[src/rtl/rsub_div_pkg.sv]
package rsub_div_pkg;
  typedef enum logic {
    ST_IDLE = 1'b0,
    ST_RUN  = 1'b1
  } div_state_e;
endpackage

[src/rtl/rsub_div_step.sv]
module rsub_div_step #(
  parameter int WIDTH = 8
) (
  input  logic [WIDTH-1:0] work_i,
  input  logic [WIDTH-1:0] dvs_i,
  output logic             ge_o,
  output logic [WIDTH-1:0] diff_o
);
  logic [WIDTH:0] ext_diff;

  // borrow out of the extended subtraction means work < dvs
  assign ext_diff = {1'b0, work_i} - {1'b0, dvs_i};
  assign ge_o     = ~ext_diff[WIDTH];
  assign diff_o   = ext_diff[WIDTH-1:0];
endmodule

[src/rtl/rsub_div_ctrl.sv]
module rsub_div_ctrl
  import rsub_div_pkg::*;
(
  input  logic clk_i,
  input  logic rst_ni,
  input  logic start_i,
  input  logic dvs_zero_i,
  input  logic ge_i,
  output logic load_o,
  output logic zero_load_o,
  output logic step_o,
  output logic busy_o,
  output logic done_o,
  output logic div_zero_o
);
  div_state_e state_q, state_d;
  logic       done_d, dz_d;
  logic       done_q, dz_q;

  always_comb begin
    state_d     = state_q;
    done_d      = 1'b0;
    dz_d        = dz_q;
    load_o      = 1'b0;
    zero_load_o = 1'b0;
    step_o      = 1'b0;
    unique case (state_q)
      ST_IDLE: begin
        if (start_i) begin
          load_o = 1'b1;
          if (dvs_zero_i) begin
            zero_load_o = 1'b1;
            done_d      = 1'b1;
            dz_d        = 1'b1;
          end else begin
            state_d = ST_RUN;
            dz_d    = 1'b0;
          end
        end
      end
      ST_RUN: begin
        if (ge_i) begin
          step_o = 1'b1;
        end else begin
          state_d = ST_IDLE;
          done_d  = 1'b1;
        end
      end
      default: state_d = ST_IDLE;
    endcase
  end

  always_ff @(posedge clk_i or negedge rst_ni) begin
    if (!rst_ni) begin
      state_q <= ST_IDLE;
      done_q  <= 1'b0;
      dz_q    <= 1'b0;
    end else begin
      state_q <= state_d;
      done_q  <= done_d;
      dz_q    <= dz_d;
    end
  end

  assign busy_o     = (state_q == ST_RUN);
  assign done_o     = done_q;
  assign div_zero_o = dz_q;
endmodule

[src/rtl/rsub_div_datapath.sv]
module rsub_div_datapath #(
  parameter int WIDTH = 8
) (
  input  logic             clk_i,
  input  logic             rst_ni,
  input  logic             load_i,
  input  logic             zero_load_i,
  input  logic             step_i,
  input  logic [WIDTH-1:0] dividend_i,
  input  logic [WIDTH-1:0] divisor_i,
  output logic             ge_o,
  output logic [WIDTH-1:0] work_o,
  output logic [WIDTH-1:0] count_o,
  output logic [WIDTH-1:0] dvs_o
);
  localparam logic [WIDTH-1:0] ALL_ONES = '1;
  localparam logic [WIDTH-1:0] ONE      = WIDTH'(1);

  logic [WIDTH-1:0] work_q, count_q, dvs_q, diff;

  rsub_div_step #(.WIDTH(WIDTH)) u_step (
    .work_i (work_q),
    .dvs_i  (dvs_q),
    .ge_o   (ge_o),
    .diff_o (diff)
  );

  always_ff @(posedge clk_i or negedge rst_ni) begin
    if (!rst_ni) begin
      work_q  <= '0;
      count_q <= '0;
      dvs_q   <= '0;
    end else if (load_i) begin
      work_q  <= dividend_i;
      dvs_q   <= divisor_i;
      count_q <= zero_load_i ? ALL_ONES : '0;
    end else if (step_i) begin
      work_q  <= diff;
      count_q <= count_q + ONE;
    end
  end

  assign work_o  = work_q;
  assign count_o = count_q;
  assign dvs_o   = dvs_q;
endmodule

[src/rtl/rsub_divider.sv]
module rsub_divider #(
  parameter int WIDTH = 8
) (
  input  logic             clk_i,
  input  logic             rst_ni,
  input  logic             start_i,
  input  logic [WIDTH-1:0] dividend_i,
  input  logic [WIDTH-1:0] divisor_i,
  output logic             busy_o,
  output logic             done_o,
  output logic [WIDTH-1:0] quotient_o,
  output logic [WIDTH-1:0] remainder_o,
  output logic             div_zero_o
);
  logic load, zero_load, step, ge;
  logic [WIDTH-1:0] dvs_q;

  rsub_div_ctrl u_ctrl (
    .clk_i       (clk_i),
    .rst_ni      (rst_ni),
    .start_i     (start_i),
    .dvs_zero_i  (divisor_i == '0),
    .ge_i        (ge),
    .load_o      (load),
    .zero_load_o (zero_load),
    .step_o      (step),
    .busy_o      (busy_o),
    .done_o      (done_o),
    .div_zero_o  (div_zero_o)
  );

  rsub_div_datapath #(.WIDTH(WIDTH)) u_dp (
    .clk_i       (clk_i),
    .rst_ni      (rst_ni),
    .load_i      (load),
    .zero_load_i (zero_load),
    .step_i      (step),
    .dividend_i  (dividend_i),
    .divisor_i   (divisor_i),
    .ge_o        (ge),
    .work_o      (remainder_o),
    .count_o     (quotient_o),
    .dvs_o       (dvs_q)
  );
endmodule

[config.mk]
export PLATFORM = sky130hd
export DESIGN_NAME = rsub_divider
export DESIGN_NICKNAME = d
export VERILOG_FILES = /design/src/rtl/rsub_div_pkg.sv /design/src/rtl/rsub_div_step.sv /design/src/rtl/rsub_div_ctrl.sv /design/src/rtl/rsub_div_datapath.sv /design/src/rtl/rsub_divider.sv
export SDC_FILE = /design/constraint.sdc
export NUM_CORES = 1
export LEC_CHECK = 0
export BUFFER_PORTS_ARGS = -buffer_cell sky130_fd_sc_hd__buf_2
export CORE_ASPECT_RATIO = 1.75
export CORE_MARGIN = 2
export CORE_UTILIZATION = 50
export DETAILED_ROUTE_END_ITERATION = 8
export PLACE_DENSITY = 0.75
export SKIP_LAST_GASP = 1
export SLEW_MARGIN = 5
export SYNTH_ARGS = -nofsm -noshare
export SYNTH_HDL_FRONTEND = slang
export SYNTH_SLANG_ARGS = --single-unit
export TNS_END_PERCENT = 50
[constraint.sdc]
create_clock -name clk_i -period 6.07 [get_ports clk_i]
set_clock_uncertainty 0.15 [all_clocks]
set_input_delay 0.607 -clock clk_i [delete_from_list [all_inputs] [get_ports clk_i]]
set_output_delay 0.607 -clock clk_i [all_outputs]
set_load 0.02 [all_outputs]
==> impl_results.html <==
<table>
<tr><th>Metric</th><th>Value</th></tr>
<tr><th colspan="2">Drt</th></tr>
<tr><td>Post-DRT Antenna Nets</td><td>0</td></tr>
<tr><td># DRC</td><td>0</td></tr>
<tr><td>WL per Instance</td><td>about 15 um</td></tr>
<tr><td>Via count of the routed design</td><td>between 1000 and 1500</td></tr>
<tr><td>Sum of routed wire length over all layers</td><td>3560 um</td></tr>
<tr><td>Via/cell ratio</td><td>around 5.6</td></tr>
<tr><td>Pre-antenna DRT Iters</td><td>4</td></tr>
<tr><td>DR iter-0 viols</td><td>26</td></tr>
<tr><th colspan="2">Finish</th></tr>
<tr><td>Number of antenna repair diodes</td><td>0</td></tr>
<tr><td>Leading cell type in the layout, fill and taps excluded</td><td>buf_2</td></tr>
<tr><td>Layout overhead on the synthesized area</td><td>16.0%</td></tr>
<tr><td>Proportion of layout cells with a drive suffix above 1</td><td>between 20% and 30%</td></tr>
<tr><td>Commonest cells after routing, fill and taps aside</td><td>37 x buf_2, 27 x dfrtp_1, 23 x nand2_1</td></tr>
<tr><td>Number of nets in the final layout</td><td>roughly 230</td></tr>
<tr><td>Total of fill cells in the finished design</td><td>roughly 280</td></tr>
<tr><th colspan="2">Run</th></tr>
<tr><td>Max-cap violations</td><td>0</td></tr>
<tr><th colspan="2">Yosys</th></tr>
<tr><td>Yosys top cell area share</td><td>43.3%</td></tr>
<tr><td>Gate count after technology mapping</td><td>about 170</td></tr>
<tr><td>Number of distinct library cells after synthesis</td><td>36</td></tr>
<tr><td>Avg Inst Size Synth</td><td>approximately 9.4 um2</td></tr>
<tr><td>Yosys top cell by area</td><td>dfrtp_1</td></tr>
<tr><td>Sequential element share of the synthesized area</td><td>43.3%</td></tr>
<tr><td>Post-synth net total</td><td>194</td></tr>
<tr><td>Synthesized cell area</td><td>roughly 0.0016 mm2</td></tr>
<tr><td>Yosys warning total</td><td>0</td></tr>
<tr><td>Flip-flop and latch count after synthesis</td><td>27</td></tr>
<tr><td>Cell types with the largest area share after synthesis</td><td>dfrtp_1 43%, ha_1 7.2%, nand2_1 5.5%</td></tr>
<tr><th colspan="2">Setup path</th></tr>
<tr><td>Req. time, crit path</td><td>slightly above 6 ns</td></tr>
<tr><td>Crit Reg-Reg Startpoint</td><td>u_dp.work_o[0]$_DFFE_PN0P_</td></tr>
<tr><td>Minimum setup slack among reg-to-reg paths</td><td>approximately 3.5 ns</td></tr>
<tr><td>Critical path type</td><td>reg -&gt; reg</td></tr>
<tr><td>Critical path data arrival time</td><td>roughly 2.6 ns</td></tr>
<tr><td>Worst reg2reg endpoint</td><td>u_dp.count_o[5]$_DFFE_PN0P_</td></tr>
<tr><td>Depth of the worst register-to-register path</td><td>9</td></tr>
<tr><td>Kind of end point of the critical path</td><td>flop</td></tr>
<tr><td>Crit-path max FO</td><td>13</td></tr>
<tr><td>Worst setup SP type</td><td>flop</td></tr>
<tr><th colspan="2">Floorplanning</th></tr>
<tr><td>Number of top-level pins</td><td>38</td></tr>
<tr><td>Die extent in y</td><td>77.9 um</td></tr>
<tr><td>Rows</td><td>26</td></tr>
<tr><td>Std-Cell Core Area</td><td>0.00296 mm2</td></tr>
<tr><td>Die Footprint</td><td>between 0.003 and 0.004 mm2</td></tr>
<tr><td>Initial core utilization</td><td>52.7%</td></tr>
<tr><td>Die width</td><td>roughly 46 um</td></tr>
<tr><th colspan="2">Timing</th></tr>
<tr><td>Slew headroom</td><td>31.5%</td></tr>
<tr><td>Clock period minus final worst setup slack</td><td>between 2 and 3 ns</td></tr>
<tr><td>Portion of the clock cycle consumed by the worst path in the final layout</td><td>between 40% and 50%</td></tr>
<tr><td>Post-route worst hold slack</td><td>about 0.17 ns</td></tr>
<tr><td>Number of endpoints with negative hold slack in the final report</td><td>0</td></tr>
<tr><td>Maximum operating frequency</td><td>390 MHz</td></tr>
<tr><td>Worst Max-Slew Pin Slew</td><td>between 1 and 1.5 ns</td></tr>
<tr><td>Final TNS setup</td><td>0 ns</td></tr>
<tr><td>Number of pins with negative max-slew slack in the final report</td><td>0</td></tr>
<tr><td>Setup repair after global routing missed its margin</td><td>no</td></tr>
<tr><td>Post-route setup slack</td><td>between 3 and 4 ns</td></tr>
<tr><td>Final setup violation count</td><td>0</td></tr>
<tr><th colspan="2">Outcome</th></tr>
<tr><td>Status</td><td>completed</td></tr>
<tr><th colspan="2">Clocking</th></tr>
<tr><td>Post-CTS setup buffer count</td><td>0</td></tr>
<tr><td>Clk buf depth</td><td>2</td></tr>
<tr><td>Clock insertion delay at the later pin of the skew report</td><td>around 0.28 ns</td></tr>
<tr><td>Reg clk slew, reported paths</td><td>0.09 ns</td></tr>
<tr><td>Clock buffers created by TritonCTS</td><td>3</td></tr>
<tr><td>Clock tree from TritonCTS</td><td>yes</td></tr>
<tr><td>Maximum level of the CTS H-tree</td><td>1</td></tr>
<tr><td>Hold bufs inserted after CTS</td><td>0</td></tr>
<tr><td>Clock sink count</td><td>27</td></tr>
<tr><td>Root Driver</td><td>clkbuf_8</td></tr>
<tr><td>CTS-repair resized insts</td><td>0</td></tr>
<tr><th colspan="2">Power and ir drop</th></tr>
<tr><td>Total leakage power</td><td>between 0.0008 and 0.0009 uW</td></tr>
<tr><td>Max rail drop VDD</td><td>0.000381 V</td></tr>
<tr><td>Total power density per cell area</td><td>roughly 650 mW/mm2</td></tr>
<tr><th colspan="2">Global route</th></tr>
<tr><td>Met1 usage</td><td>roughly a quarter</td></tr>
<tr><td>Number of antenna violations at the first check in global routing</td><td>0</td></tr>
<tr><td>Grt met2 use</td><td>between 30% and 40%</td></tr>
<tr><td>Largest net degree at the start of global routing</td><td>31</td></tr>
<tr><td>Total routing resource utilization after global routing</td><td>a little over a fifth</td></tr>
<tr><td>Total grt overflow</td><td>0</td></tr>
<tr><td>Wire length of the first global-routing pass</td><td>5890 um</td></tr>
<tr><td>Met3 Use GR</td><td>under 10%</td></tr>
<tr><td>Via count of the first global-routing pass</td><td>between 1000 and 1500</td></tr>
<tr><td>Busiest layer in global routing</td><td>met2</td></tr>
<tr><th colspan="2">Place</th></tr>
<tr><td>Count of port buffers added during placement</td><td>37</td></tr>
<tr><td>Final RePlAce weighted congestion</td><td>~0.87</td></tr>
<tr><td>Pre-CTS WS</td><td>3.56 ns</td></tr>
<tr><td>Post-DP HPWL</td><td>roughly 2600 um</td></tr>
<tr><th colspan="2">Min path</th></tr>
<tr><td>Type of the most critical hold path</td><td>in -&gt; async</td></tr>
</table>
==> how the worst max path moves through the flow <==
stage | start | to | slack (ns)
3_3_place_gp | u_dp.work_o[0]$_DFFE_PN0P_ | u_dp.count_o[3]$_DFFE_PN0P_ | 3.66
4_1_cts | u_dp.work_o[0]$_DFFE_PN0P_ | u_dp.count_o[5]$_DFFE_PN0P_ | 3.53
2_1_floorplan | u_dp.work_o[0]$_DFFE_PN0P_ | u_dp.count_o[3]$_DFFE_PN0P_ | 3.68
6_report | u_dp.work_o[0]$_DFFE_PN0P_ | u_dp.count_o[5]$_DFFE_PN0P_ | 3.51
3_5_place_dp | u_dp.work_o[0]$_DFFE_PN0P_ | u_dp.count_o[5]$_DFFE_PN0P_ | 3.56
5_1_grt | u_dp.work_o[0]$_DFFE_PN0P_ | u_dp.count_o[5]$_DFFE_PN0P_ | 3.35
==> registers in the layout (all words and copies together), names as in the netlist <==
name	flops
u_ctrl.done_o	1
u_ctrl.busy_o	1
u_dp.work_o	8
u_ctrl.div_zero_o	1
u_dp.dvs_o	8
u_dp.count_o	8
==> Yosys cell counts (all sizes together) <==
master / instances
a221oi: 1
ha: 9
a21o: 3
and2: 1
fa: 1
o41ai: 1
o311ai: 1
and3: 3
nand4: 1
buf: 2
a311oi: 3
nand3: 7
nor3: 7
xor2: 4
o21ai: 12
nand2: 23
a2bb2oi: 1
clkbuf: 5
a41o: 1
nand2b: 4
xnor2: 2
o211ai: 8
nor2: 8
nor2b: 1
dfrtp: 27
and4: 2
a211oi: 6
or4: 3
o21a: 1
a21oi: 6
inv: 11
==> power breakdown <==
group	total [uW]	internal [uW]	switching [uW]
combinational	737	288	449
sequential	329	263	66.6
clock	103	46.1	57.4
total	1170	597	573
==> layout make-up <==
class,instances,area [um2],share of cell area [%]
clock buffers,3,41.3,2.28
inverters,11,41.3,2.28
flip-flops and latches,27,676,37.4
repair buffers,37,185,10.2
clock inverters,1,5.00,0.277
well taps,42,52.6,2.91
multi-input cells,120,807,44.6
==> metrics by stage <==
step	utilization, %	instances	area, um2	power [uW]
4_1_cts	61.1	241	1810	1170
2_1_floorplan	-	165	1560	895
5_1_grt	61.1	241	1810	1270
3_5_place_dp	59.5	237	1760	1060
3_3_place_gp	59.5	237	1760	1030
6_report	61.1	241	1810	1170
==> metal layers <==
layer / routed length, um / share of wire [%]
met1: 1460 / 41
met2: 1930 / 54
met4: 72 / 2.0
met3: 95 / 2.7
met5: 0 / 0
==> critical path, cell delays in order, from the launching register on <==
cell and delay, ns:
dfrtp_1 0.40, inv_1 0.06, ha_1 0.15, inv_1 0.06, fa_1 0.39, a21o_1 0.24
a221oi_4 0.37, a21oi_2 0.24, a211oi_1 0.26, a311oi_1 0.08
==> logic make-up (layout without fill, tap and decap cells) <==
kind of cell	after synthesis	after routing	share of synthesized area [%]
adder cells (fa/ha/maj)	10	10	8.51
flip-flops	27	27	43.3
buffers and inverters	18	52	5.06
XOR/XNOR	6	6	3.37
AND/OR/NAND/NOR	60	60	18.9
AO/OA/AOI/OAI	44	44	20.9
No activity file was read; power rests on OpenSTA's default activity.
